`src/rtl/gr_pkg.sv`:
```
package gr_pkg;

    typedef enum logic [1:0] {
        ZONE_QUIET = 2'd0,
        ZONE_MID   = 2'd1,
        ZONE_LOUD  = 2'd2
    } zone_t;

    function automatic longint level_of(input int width, input int pct);
        longint full;
        full = longint'(1) << (width - 1);
        return (full * pct) / 100;
    endfunction

endpackage

```
`src/rtl/gr_mag_classify.sv`:
```
module gr_mag_classify
    import gr_pkg::*;
#(
    parameter int SAMPLE_W   = 16,
    parameter int CLIP_PCT   = 30,
    parameter int STEP_RATIO = 2,
    parameter int MARGIN_PCT = 2
) (
    input  logic signed [SAMPLE_W-1:0] data_in,
    output zone_t                      zone
);
    localparam int     LOW_PCT = CLIP_PCT / STEP_RATIO - MARGIN_PCT;
    localparam longint HI_L    = level_of(SAMPLE_W, CLIP_PCT);
    localparam longint LO_L    = level_of(SAMPLE_W, LOW_PCT);
    localparam logic [SAMPLE_W:0] HI_LVL = (SAMPLE_W+1)'(HI_L);
    localparam logic [SAMPLE_W:0] LO_LVL = (SAMPLE_W+1)'(LO_L);

    logic [SAMPLE_W:0] mag;

    always_comb begin
        if (data_in[SAMPLE_W-1])
            mag = (SAMPLE_W+1)'(~{data_in[SAMPLE_W-1], data_in}) + (SAMPLE_W+1)'(1);
        else
            mag = {1'b0, data_in};
    end

    always_comb begin
        if (mag >= HI_LVL)
            zone = ZONE_LOUD;
        else if (mag < LO_LVL)
            zone = ZONE_QUIET;
        else
            zone = ZONE_MID;
    end

    always_comb begin
        assert (LO_LVL < HI_LVL);
    end

endmodule

```
`src/rtl/gr_gain_fsm.sv`:
```
module gr_gain_fsm
    import gr_pkg::*;
#(
    parameter int NUM_STEPS = 4,
    parameter int HOLD_W    = 8,
    localparam int CODE_W   = (NUM_STEPS > 2) ? $clog2(NUM_STEPS) : 1
) (
    input  logic              clk,
    input  logic              rst_n,
    input  logic              samp_valid,
    input  zone_t             zone,
    input  logic [HOLD_W-1:0] hold_len,
    output logic [CODE_W-1:0] gain
);
    localparam logic [CODE_W-1:0] TOP_CODE = CODE_W'(NUM_STEPS - 1);
    localparam logic [HOLD_W-1:0] RUN_MAX  = {HOLD_W{1'b1}};

    typedef struct packed {
        logic [CODE_W-1:0] gain;
        logic [HOLD_W-1:0] run;
    } st_t;

    st_t st_d, st_q;
    logic [HOLD_W:0] run_plus;

    always_comb begin
        st_d     = st_q;
        run_plus = {1'b0, st_q.run} + (HOLD_W+1)'(1);
        if (samp_valid) begin
            unique case (zone)
                ZONE_LOUD: begin
                    st_d.run = '0;
                    if (st_q.gain != '0)
                        st_d.gain = st_q.gain - CODE_W'(1);
                end
                ZONE_QUIET: begin
                    if (st_q.gain != TOP_CODE && run_plus >= {1'b0, hold_len}) begin
                        st_d.gain = st_q.gain + CODE_W'(1);
                        st_d.run  = '0;
                    end else if (st_q.run != RUN_MAX) begin
                        st_d.run = run_plus[HOLD_W-1:0];
                    end
                end
                default: st_d.run = '0;
            endcase
        end
    end

    always_ff @(posedge clk or negedge rst_n) begin
        if (!rst_n) begin
            st_q.gain <= TOP_CODE;
            st_q.run  <= '0;
        end else begin
            st_q <= st_d;
        end
    end

    assign gain = st_q.gain;


    gain_at_boundary_chk: assert property (@(posedge clk) disable iff (!rst_n)
        (st_q.gain != $past(st_q.gain)) |-> $past(samp_valid));


    single_step_chk: assert property (@(posedge clk) disable iff (!rst_n)
        (st_q.gain != $past(st_q.gain)) |->
        ((st_q.gain == $past(st_q.gain) + CODE_W'(1)) || (st_q.gain == $past(st_q.gain) - CODE_W'(1))));


    loud_down_chk: assert property (@(posedge clk) disable iff (!rst_n)
        (samp_valid && zone == ZONE_LOUD && st_q.gain != '0) |=> (st_q.gain == $past(st_q.gain) - CODE_W'(1)));


    floor_hold_chk: assert property (@(posedge clk) disable iff (!rst_n)
        (samp_valid && zone == ZONE_LOUD && st_q.gain == '0) |=> (st_q.gain == '0));


    run_restart_chk: assert property (@(posedge clk) disable iff (!rst_n)
        (samp_valid && zone != ZONE_QUIET) |=> (st_q.run == '0));


    ceiling_hold_chk: assert property (@(posedge clk) disable iff (!rst_n)
        (samp_valid && zone == ZONE_QUIET && st_q.gain == TOP_CODE) |=> (st_q.gain == TOP_CODE));

endmodule

```
`src/rtl/gr_tag_reg.sv`:
```
module gr_tag_reg #(
    parameter int SAMPLE_W = 16,
    parameter int CODE_W   = 2
) (
    input  logic                clk,
    input  logic                rst_n,
    input  logic                samp_valid,
    input  logic [SAMPLE_W-1:0] samp_data,
    input  logic [CODE_W-1:0]   gain_now,
    output logic                out_valid,
    output logic [SAMPLE_W-1:0] out_data,
    output logic [CODE_W-1:0]   out_gain
);
    typedef struct packed {
        logic                valid;
        logic [SAMPLE_W-1:0] data;
        logic [CODE_W-1:0]   gain;
    } tag_t;

    tag_t tag_d, tag_q;

    always_comb begin
        tag_d       = tag_q;
        tag_d.valid = samp_valid;
        if (samp_valid) begin
            tag_d.data = samp_data;
            tag_d.gain = gain_now;
        end
    end

    always_ff @(posedge clk or negedge rst_n) begin
        if (!rst_n) begin
            tag_q <= '0;
        end else begin
            tag_q <= tag_d;
        end
    end

    assign out_valid = tag_q.valid;
    assign out_data  = tag_q.data;
    assign out_gain  = tag_q.gain;


    tag_follow_chk: assert property (@(posedge clk) disable iff (!rst_n)
        samp_valid |=> (out_valid && out_gain == $past(gain_now) && out_data == $past(samp_data)));


    tag_quiet_chk: assert property (@(posedge clk) disable iff (!rst_n)
        !samp_valid |=> !out_valid);

endmodule

```
`src/rtl/gain_ranger.sv`:
```
module gain_ranger
    import gr_pkg::*;
#(
    parameter int SAMPLE_W   = 16,
    parameter int NUM_STEPS  = 4,
    parameter int HOLD_W     = 8,
    parameter int CLIP_PCT   = 30,
    parameter int STEP_RATIO = 2,
    parameter int MARGIN_PCT = 2,
    localparam int CODE_W    = (NUM_STEPS > 2) ? $clog2(NUM_STEPS) : 1
) (
    input  logic                clk,
    input  logic                rst_n,
    input  logic [HOLD_W-1:0]   hold_len,
    input  logic                samp_valid,
    input  logic [SAMPLE_W-1:0] samp_data,
    output logic [CODE_W-1:0]   gain_sel,
    output logic                out_valid,
    output logic [SAMPLE_W-1:0] out_data,
    output logic [CODE_W-1:0]   out_gain
);
    zone_t             zone;
    logic [CODE_W-1:0] gain_q;

    gr_mag_classify #(
        .SAMPLE_W  (SAMPLE_W),
        .CLIP_PCT  (CLIP_PCT),
        .STEP_RATIO(STEP_RATIO),
        .MARGIN_PCT(MARGIN_PCT)
    ) u_class (
        .data_in(samp_data),
        .zone   (zone)
    );

    gr_gain_fsm #(
        .NUM_STEPS(NUM_STEPS),
        .HOLD_W   (HOLD_W)
    ) u_fsm (
        .clk       (clk),
        .rst_n     (rst_n),
        .samp_valid(samp_valid),
        .zone      (zone),
        .hold_len  (hold_len),
        .gain      (gain_q)
    );

    gr_tag_reg #(
        .SAMPLE_W(SAMPLE_W),
        .CODE_W  (CODE_W)
    ) u_tag (
        .clk       (clk),
        .rst_n     (rst_n),
        .samp_valid(samp_valid),
        .samp_data (samp_data),
        .gain_now  (gain_q),
        .out_valid (out_valid),
        .out_data  (out_data),
        .out_gain  (out_gain)
    );

    assign gain_sel = gain_q;


    reset_state_chk: assert property (@(posedge clk)
        !rst_n |=> (!rst_n -> (gain_sel == CODE_W'(NUM_STEPS - 1) && !out_valid)));

endmodule

```
`config.mk`:
```
export PLATFORM = sky130hd
export DESIGN_NAME = gain_ranger
export DESIGN_NICKNAME = d
export VERILOG_FILES = /design/src/rtl/gr_pkg.sv /design/src/rtl/gr_mag_classify.sv /design/src/rtl/gr_gain_fsm.sv /design/src/rtl/gr_tag_reg.sv /design/src/rtl/gain_ranger.sv
export SDC_FILE = /design/constraint.sdc
export NUM_CORES = 1
export LEC_CHECK = 0
export BUFFER_PORTS_ARGS = -buffer_cell sky130_fd_sc_hd__clkbuf_2
export CAP_MARGIN = 10
export CORE_MARGIN = 2
export CORE_UTILIZATION = 50
export DETAILED_ROUTE_END_ITERATION = 8
export HOLD_SLACK_MARGIN = 0.05
export PLACE_DENSITY = 0.85
export SLEW_MARGIN = 10
export SYNTH_ARGS = -nofsm -noshare
export SYNTH_HDL_FRONTEND = slang
export SYNTH_HIERARCHICAL = 1
export SYNTH_SLANG_ARGS = --single-unit
```
`constraint.sdc`:
```
create_clock -name clk -period 2.93 [get_ports clk]
set_input_delay 0.1465 -clock clk [delete_from_list [all_inputs] [get_ports clk]]
set_output_delay 0.1465 -clock clk [all_outputs]
set_load 0.005 [all_outputs]
```
### After elaboration in Yosys (flattened, before gate mapping)

Index checks and enable logic that the tools add are counted.

| word-level totals | value |
|---|---|
| flip-flop bits (word level) | 29 |
| bits of input ports | 27 |
| output and inout port bits | 21 |
| logic and storage cells | 34 |

| operators by class | value |
|---|---|
| $add $sub $neg | 4 |
| $lt $le $gt $ge | 3 |
| equal/unequal tests | 6 |
| muxes and demuxes | 9 |
| bitwise gates (word level) | 1 |
| reduce and logical (&&, ||, !) cells | 6 |

Operators with widths:

| kind | count |
|---|---|
| 8-bit 2-to-1 mux | 3 |
| 17-bit by 1-bit adder with 17-bit output (second input constant) | 1 |
| 17-bit by 14-bit >= comparator with 1-bit output (second input constant) | 1 |
| 17-bit by 13-bit < comparator with 1-bit output (second input constant) | 1 |
| 17-bit 2-to-1 mux | 1 |
| 17-bit inverter | 1 |
| 8-bit by 1-bit adder with 9-bit output (second input constant) | 1 |
| 9-bit by 8-bit >= comparator with 1-bit output | 1 |
| 8-bit != test (second input constant) | 1 |
| 2-bit 2-to-1 mux | 3 |
| 2-bit by 1-bit != test with 1-bit output (second input constant) | 2 |
| 2-bit one-hot mux with 2 select lines | 1 |
| 4-bit AND reduction | 1 |
| 2-bit nonzero test | 2 |
| 3-bit by 1-bit != test with 1-bit output (second input constant) | 1 |
| 2-bit by 1-bit adder with 2-bit output (second input constant) | 1 |
| 2-bit == test (second input constant) | 1 |
| 2-bit zero test | 1 |
| 2-bit != test (second input constant) | 1 |
| 2-bit AND reduction | 1 |
| 2-bit by 1-bit subtractor with 2-bit output (second input constant) | 1 |
| 1-bit logical AND | 1 |
| 1-bit 2-to-1 mux | 1 |

### Logic depth before layout (Yosys ltp)

Gate-level depths: netlist of the first run.

| logic depth | value |
|---|---|
| depth in word-level cells | 9 |
| gate-level depth with buffers | 14 |
| depth with buffers taken out | 14 |

### Cells and area by module

The synthesis of the first run kept the hierarchy.

By module, submodules not included:

| module | instances | cells each | area each (um^2) | seq. area each (um^2) |
|---|---|---|---|---|
| gr_gain_fsm | 1 | 106 | 943.4 | 252.7 |
| gr_tag_reg | 1 | 39 | 747.0 | 475.5 |
| gr_mag_classify | 1 | 103 | 668.1 | 0.0 |

### Worst setup path after synthesis of the first run

OpenSTA, ideal clock, no wires.

| timing | value |
|---|---|
| path type | in2reg |
| from | input port samp_data[1] |
| to | register u_fsm/st_q[0] in the netlist's numbering |
| library setup time | 0.083 ns |
| arrival time | 2.508 ns |
| data required time | 2.847 ns |
| setup slack | 0.339 ns |
| stages on the path | 14 |
| path buffers | 0 |
| cells stage by stage | inv_1 > ha_1 > nand2b_1 > or3_1 > o31ai_1 > xor2_1 > a32o_1 > a21oi_1 > nand2b_1 > nor2_2 > nand2_1 > o21ai_0 > nand2_1 > o21ai_0 |

| on the way | value |
|---|---|
| elaborated cells on any way between the ends | 11 |
| those cells by class | add/sub (1); order compare (2); eq/ne (1); mux (4); bitwise (1); reduce/logical (2) |

RTL lines:

| what | RTL line | RTL |
|---|---|---|
| from (decl) | gain_ranger.sv:16 | `input logic [SAMPLE_W-1:0] samp_data,` |
| 17-bit inverter | gr_mag_classify.sv:22 | `mag = (SAMPLE_W+1)'(~{data_in[SAMPLE_W-1], data_in}) + (SAMPLE_W+1)'(1);` |
| 17-bit by 1-bit adder with 17-bit output | gr_mag_classify.sv:22 |  |
| 17-bit 2-to-1 mux * | gr_mag_classify.sv:21 | `if (data_in[SAMPLE_W-1])` |
| 17-bit by 14-bit >= comparator with 1-bit output * | gr_mag_classify.sv:28 | `if (mag >= HI_LVL)` |
| 2-bit 2-to-1 mux * | gr_mag_classify.sv:28 |  |
| named net zone[1] | gain_ranger.sv:22 | `zone_t zone;` |
| 2-bit zero test * | gr_gain_fsm.sv:30 | `unique case (zone)` |
| 3-bit by 1-bit != test with 1-bit output (no line) | - |  |
| 2-bit AND reduction (no line) | - |  |
| to (signal assigned) | gr_gain_fsm.sv:54 | `st_q <= st_d;` |
| to (decl) | gr_gain_fsm.sv:23 | `st_t st_d, st_q;` |

Mark *: on every way through the listed nets, which the timed path passes. The rest lies on a longest branch.
A chain may end at the register's enable or synchronous reset.

### Worst setup path after layout of the first run

| timing | value |
|---|---|
| from | register u_fsm/st_q[0] in the netlist's numbering |
| to | register u_fsm/st_q[2] in the netlist's numbering |

| on the way | value |
|---|---|
| word-level cells in the longest chain between the ends | 5 |
| elaborated cells on any way between the ends | 9 |
| those cells by class | add/sub (1); order compare (1); eq/ne (2); mux (3); reduce/logical (2) |

Ends and longest elaborated chain:

| what | RTL line | RTL |
|---|---|---|
| 8-bit by 1-bit adder with 9-bit output | gr_gain_fsm.sv:28 | `run_plus = {1'b0, st_q.run} + (HOLD_W+1)'(1);` |
| 9-bit by 8-bit >= comparator with 1-bit output | gr_gain_fsm.sv:37 | `if (st_q.gain != TOP_CODE && run_plus >= {1'b0, hold_len}) begin` |
| 1-bit logical AND | gr_gain_fsm.sv:37 |  |
| 3-bit by 1-bit != test with 1-bit output (no line) / 8-bit 2-to-1 mux (equally long branches) | - |  |
| 2-bit AND reduction (no line) / 8-bit 2-to-1 mux (equally long branches) | - |  |

Parallel ways exist; a longest one is shown, timed or not. The select of a mux whose other input is x is not followed.

==> results.cfg, run 1 <==
[synthesis]
post_synth.cell_area_avg_um2 = 9.51
synth_nets = 285
ys_seq_area_share_pct = 30.9
synth_edf_count = 0
synthFlopType = dfrtp_1
async_reset_ff_share_pct = 100
netlist_instances = 248
synth.distinct_cells = 65
synth_seq_cells = 29
yosysWarnings = 6
syn_area_mm2 = 0.00236

[drt]
drt_iter0_drc = 134
dr.pass1.iters = 4
ant_nets = 0
routed_wirelength_um = 5030
viasPerCell = 5.84
drc = 0
wl_per_cell_um = 14.6
num_vias = 2009

[critical_path]
path_cells = and3_1 -> and3_1 -> and3_1 -> xnor2_1 -> inv_1 -> ha_1 -> nand3_1 -> o311a_4 -> o2111ai_4 -> o221ai_2
cp.arrival_ns = 2.84
path_max_fanout = 10
startpoint_type = register
critPathCaptureType = register
cpPeakStageDelay_ns = 0.44
crit_path_frequent_cell = and3_1
worstSetupPathType = reg2reg
required_ns = 3.07
slowest_stage = o311a_4

[sta]
timing.setup.tns_ns = 0
slew_headroom_pct = 43.5
drv_slew = 0
fin_crit_ns = 2.69
fin_hold_ws_ns = 0.129
worstMarginPinSlew_ns = 0.848
period_share_pct = 91.9
fmax_mhz = 371
rsz0062_at_grt = false
setup-violations-final = 0
skew_ns = 0.00537
hold_violations = 0

[die]
die_y_um = 72.7
rows = 24
io_pins = 48
die_area_mm2 = 0.00528
die_w_um = 72.7
fp.coreArea_mm2 = 0.00444
start_util_pct = 53.1

[clock_network]
cts_root_buf = clkbuf_8
cts_buffers = 5
clock_latency_ns = 0.29
clock_sinks = 29
htree_levels = 2
cts.clk_slew.worst_paths_ns = 0.06
cts_tree = done
postCtsSetupRepairBufs = 0
clockBufferDepth = 2

[grt]
grt-ovfl-total = 0
grt_max_degree = 32
grt_pass1_wl_um = 8630
grt_antenna_before_repair = 0
grt_pass1_vias = 1901
grt_usage_pct = 20.5

[placement]
gp_congestion = 0.905
dp_hpwl_um = 3590
numPortBuffers = 47

[min_path]
hold_class = in2reg

[cells_and_area]
nNetsFinal = 328
n_fill_cell = 390
layout-drive-gt1-share_pct = 31.2
syn2layout_area_growth_pct = 13.2
regArea_um2 = 728
n_antenna_cell = 0
multiInputGateArea_mm2 = 0.00146

[pwr]
peakVddDrop_uv = 263
power.density_mw_per_mm2 = 380
p_leak_nw = 1.23

[job]
cap_violations = 0

[outcome]
status = complete, no violations
-- repair_timing --
| item | 4_1_cts | 5_1_grt |
|---|---|---|
| setup endpoints to repair | 0 | 3 |
| gates resized for setup | 0 | 5 |
| hold buffers | 1 | 0 |
| endpoints found under the hold margin | 27 | 0 |
-- state kept, by name, indices dropped and copies added (netlist names) --
register	count
u_fsm/gain	2
u_tag/out_data	16
u_fsm/st_q	8
u_tag/out_gain	2
u_tag/out_valid	1
-- critical path: cells and delay by family (launching register included) --
kind | cells | cell delay (ns)
AO/OA/AOI/OAI | 3 | 0.82
XOR/XNOR | 1 | 0.16
adder cells (fa/ha/maj) | 1 | 0.30
buffers and inverters | 1 | 0.07
flip-flops | 1 | 0.41
AND/OR/NAND/NOR | 4 | 0.79
-- metal layers --
| metal | routed length [um] | part of all wire (%) | up-vias | global-route usage [%] |
|---|---|---|---|---|
| met5 | 0 | 0 | - | 0 |
| met4 | 44 | 0.87 | 0 | 6.79 |
| met3 | 268 | 5.3 | 4 | 4.97 |
| met2 | 2350 | 47 | 57 | 31.1 |
| met1 | 2370 | 47 | 958 | 28.8 |
| li1 | - | - | 990 | - |
-- power by group --
part	internal (W)	switching, W	total [W]
combinational	0.000117	0.000129	0.000246
clock	0.000168	0.000146	0.000314
sequential	0.000434	0.0000220	0.000456
-- worst paths after layout --
check / endpoint / depth (start not counted) / startpoint / slack [ns]
setup / recovery: u_fsm/st_q[2] / 10 / u_fsm/st_q[0] / 0.24
hold / removal: u_tag/out_data[13] / 2 / samp_data[13] / 0.13
setup reg to reg: u_fsm/st_q[2] / 10 / u_fsm/st_q[0] / 0.24
hold reg to reg: u_tag/out_data[15] / 1 / u_tag/out_data[15] / 0.51
max in group asynchronous: u_tag/out_gain[1] / 2 / rst_n / 1.99
min in group asynchronous: u_tag/out_data[15] / 2 / rst_n / 0.47
-- synth_stat cells (2+ instances only) --
cell type  number  share of area (%)
or3_1           3               0.80
buf_4           4                1.3
nand3b_1        3               0.95
nor2_1          9                1.4
a21oi_1         8                1.7
a31oi_1         5                1.3
nand2b_1       10                2.7
nand2_1        23                3.7
dfstp_2         2                2.2
dfrtp_1        27                 29
nand4b_1        2               0.74
inv_1          15                2.4
a41oi_1         2               0.74
a21o_1          2               0.64
o21ai_0        12                2.5
buf_6           4                1.9
nor3_1          3               0.64
mux2_4         10                6.4
nand3_1         9                1.9
nor3_2          3                1.3
mux2_2          8                3.8
clkbuf_1        5               0.80
o211ai_1        7                2.2
xor2_1          6                2.2
o21a_1          2               0.64
xnor2_1         5                1.9
nor2b_1         5                1.3
o31ai_1         3               0.95
a32o_1          2               0.85
a21boi_0        2               0.64
ha_1           10                5.3
and3_1          3               0.80
o2111ai_1       2               0.74
-- area by class of cell --
cell class	instances	area share [%]
Multi-Input combinational cell	187	54.6
Sequential cell	29	27.3
Timing Repair Buffer	53	10.6
Clock buffer	8	3.00
Tap cell	52	2.44
Inverter	15	2.11
-- layout by cell type, fill, tap and decap left out, types with 4 or more instances in the layout --
cell,n
clkbuf_2,47
dfrtp_1,27
nand2_1,23
inv_1,15
nand2b_1,10
ha_1,10
mux2_4,10
nor2_1,9
nand3_1,9
o21ai_0,9
a21oi_1,8
mux2_2,8
o211ai_1,7
xor2_1,6
clkbuf_8,5
xnor2_1,5
a31oi_1,5
nor2b_1,5
buf_4,5
o21ai_1,4
-- stage by stage --
step	area [um2]	setup slack (ns)	total power, W	utilization (%)	std cells
after global placement	2560	-0.0178	0.000693	57.7	335
after detailed placement	2560	-0.0866	0.000702	57.7	335
after floorplan	2360	0.339	0.000616	-	248
final	2670	0.236	0.00102	60.1	344
after global routing	2670	0.0454	0.00108	60.1	344
after CTS	2650	0.174	0.00102	59.7	344
-- cells by family (layout without fill, tap and decap cells) --
| group | count (synthesis) | count (layout) | synth area share [%] |
|---|---|---|---|
| simple gates | 85 | 85 | 21.3 |
| compound gates | 62 | 62 | 19.8 |
| buf+inv | 32 | 76 | 8.01 |
| flops | 29 | 29 | 30.9 |
| mux | 19 | 19 | 10.6 |
| xor+xnor | 11 | 11 | 4.08 |
| fa+ha+maj | 10 | 10 | 5.31 |
(Power assumes the default switching activity.)
==> run 2, diff against run 1 <==
--- a/config.mk
+++ b/config.mk
@@ -11,7 +11,8 @@
 export CORE_UTILIZATION = 50
 export DETAILED_ROUTE_END_ITERATION = 8
 export HOLD_SLACK_MARGIN = 0.05
-export PLACE_DENSITY = 0.85
+export PLACE_DENSITY_LB_ADDON = 0.3
+export SETUP_SLACK_MARGIN = 0.15
 export SLEW_MARGIN = 10
 export SYNTH_ARGS = -nofsm -noshare
 export SYNTH_HDL_FRONTEND = slang
==> results.cfg, run 2 (same netlist as run 1, synthesis figures left out) <==
[drt]
num_vias = 2038
dr.pass1.iters = 5
drt_iter0_drc = 109
routed_wirelength_um = 5170
wl_per_cell_um = 14.8
ant_nets = 0
drc = 0
viasPerCell = 5.84

[critical_path]
r2r_slack_ns = 0.30
startpoint_type = register
critPathCaptureType = register
path_cells = and3_2 -> and3_4 -> and3_1 -> xnor2_2 -> inv_1 -> ha_1 -> nand3_2 -> o221a_4 -> o311a_4 -> o2111ai_4 -> o21ai_0
path_max_fanout = 5
cp.arrival_ns = 2.82
slowest_stage = dfrtp_1
required_ns = 3.12
worstSetupPathType = reg2reg
cpPeakStageDelay_ns = 0.41

[grt]
grt_pass1_wl_um = 8370
grt_antenna_before_repair = 0
grt-ovfl-total = 0
grt_max_degree = 32
grt_pass1_vias = 1792
grt_usage_pct = 19.9

[sta]
fin_hold_ws_ns = 0.147
timing.setup.tns_ns = 0
hold_violations = 0
rsz0062_at_grt = false
period_share_pct = 89.8
slew_headroom_pct = 43.1
fmax_mhz = 380
worstMarginPinSlew_ns = 0.854
skew_ns = 0.00124
drv_slew = 0
fin_crit_ns = 2.63
setup-violations-final = 0

[pwr]
p_leak_nw = 1.26
peakVddDrop_uv = 302
power.density_mw_per_mm2 = 371
finalPower_w = 0.00102

[clock_network]
cts_buffers = 5
cts.clk_slew.worst_paths_ns = 0.06
cts_tree = done
clock_sinks = 29
clockBufferDepth = 2
clock_latency_ns = 0.28
cts_root_buf = clkbuf_8
htree_levels = 2

[placement]
dp_hpwl_um = 3600
numPortBuffers = 47
gp_congestion = 0.882
place_inst = 338

[min_path]
hold_class = in2reg

[cells_and_area]
nNetsFinal = 333
largest_reg_flops = 16
layout_commonest_cell = clkbuf_2
multiInputGateArea_mm2 = 0.00151
final_cell_mix = 47 x clkbuf_2, 27 x dfrtp_1, 23 x nand2_1, 15 x inv_1, 11 x o21ai_0
layout-drive-gt1-share_pct = 34.7
n_antenna_cell = 0
syn2layout_area_growth_pct = 16.6
regArea_um2 = 728
n_fill_cell = 396
final_cell_count_no_fill = 349

[die]
die_y_um = 72.7
rows = 24
die_w_um = 72.7
io_pins = 48
start_util_pct = 53.1
die_area_mm2 = 0.00528
fp.coreArea_mm2 = 0.00444

[outcome]
status = complete, no violations

[job]
cap_violations = 0
## run 2: cell types whose count changed in the layout (fill, tap and decap cells not counted), moves of 2 or more
cell / delta
and3_1: -2
buf_4: +4
o21ai_1: -2
o21ai_0: +2
## run 2: cell type report
cell class	count	area share, %
timing repair buffer	57	11.4
inverter	15	2.05
tap	52	2.37
sequential	29	26.5
multi-input combinational	188	54.8
clock buffer	8	2.91
## run 2: critical path: cells and delay by family (launching register included)
family	cells	cell delay, ns
flip-flops	1	0.41
buffers and inverters	1	0.06
AO/OA/AOI/OAI	4	0.85
AND/OR/NAND/NOR	4	0.78
XOR/XNOR	1	0.14
adder cells (fa/ha/maj)	1	0.30
## run 2: worst paths after layout
kind,from,endpoint,cells past startpoint
max,u_fsm/st_q[0],u_fsm/st_q[1],11
min,samp_data[13],u_tag/out_data[13],2
max reg2reg,u_fsm/st_q[0],u_fsm/st_q[1],11
min reg2reg,u_tag/out_data[3],u_tag/out_data[3],1
max in group asynchronous,rst_n,u_tag/out_data[7],2
min in group asynchronous,rst_n,u_tag/out_data[3],2
## run 2: per-layer routing
metal | vias up | part of all wire [%] | global-route usage, %
met5 | - | 0 | 0
li1 | 1004 | - | -
met4 | 0 | 1.4 | 7.20
met3 | 8 | 5.1 | 3.87
met2 | 52 | 43 | 27.8
met1 | 974 | 50 | 30.4
## run 2: what timing repair did
item | 4_1_cts | 5_1_grt
setup buffers | 0 | 1
hold buffers | 1 | 0
hold endpoints to repair | 27 | 0
endpoints found under the setup margin | 0 | 10
resized for setup | 0 | 11
## run 2: power breakdown
| part | switching, W | internal (W) |
|---|---|---|
| clock network | 0.000142 | 0.000168 |
| logic | 0.000133 | 0.000122 |
| registers | 0.0000220 | 0.000434 |
| total | 0.000296 | 0.000724 |
## run 2: metrics by stage
step / utilization, % / instance area (um2) / setup WS (ns)
2_1_floorplan: - / 2360 / 0.339
3_3_place_gp: 58.2 / 2590 / 0.177
3_5_place_dp: 58.2 / 2590 / 0.0300
4_1_cts: 60.2 / 2680 / 0.199
5_1_grt: 61.9 / 2750 / 0.161
6_report: 61.9 / 2750 / 0.300
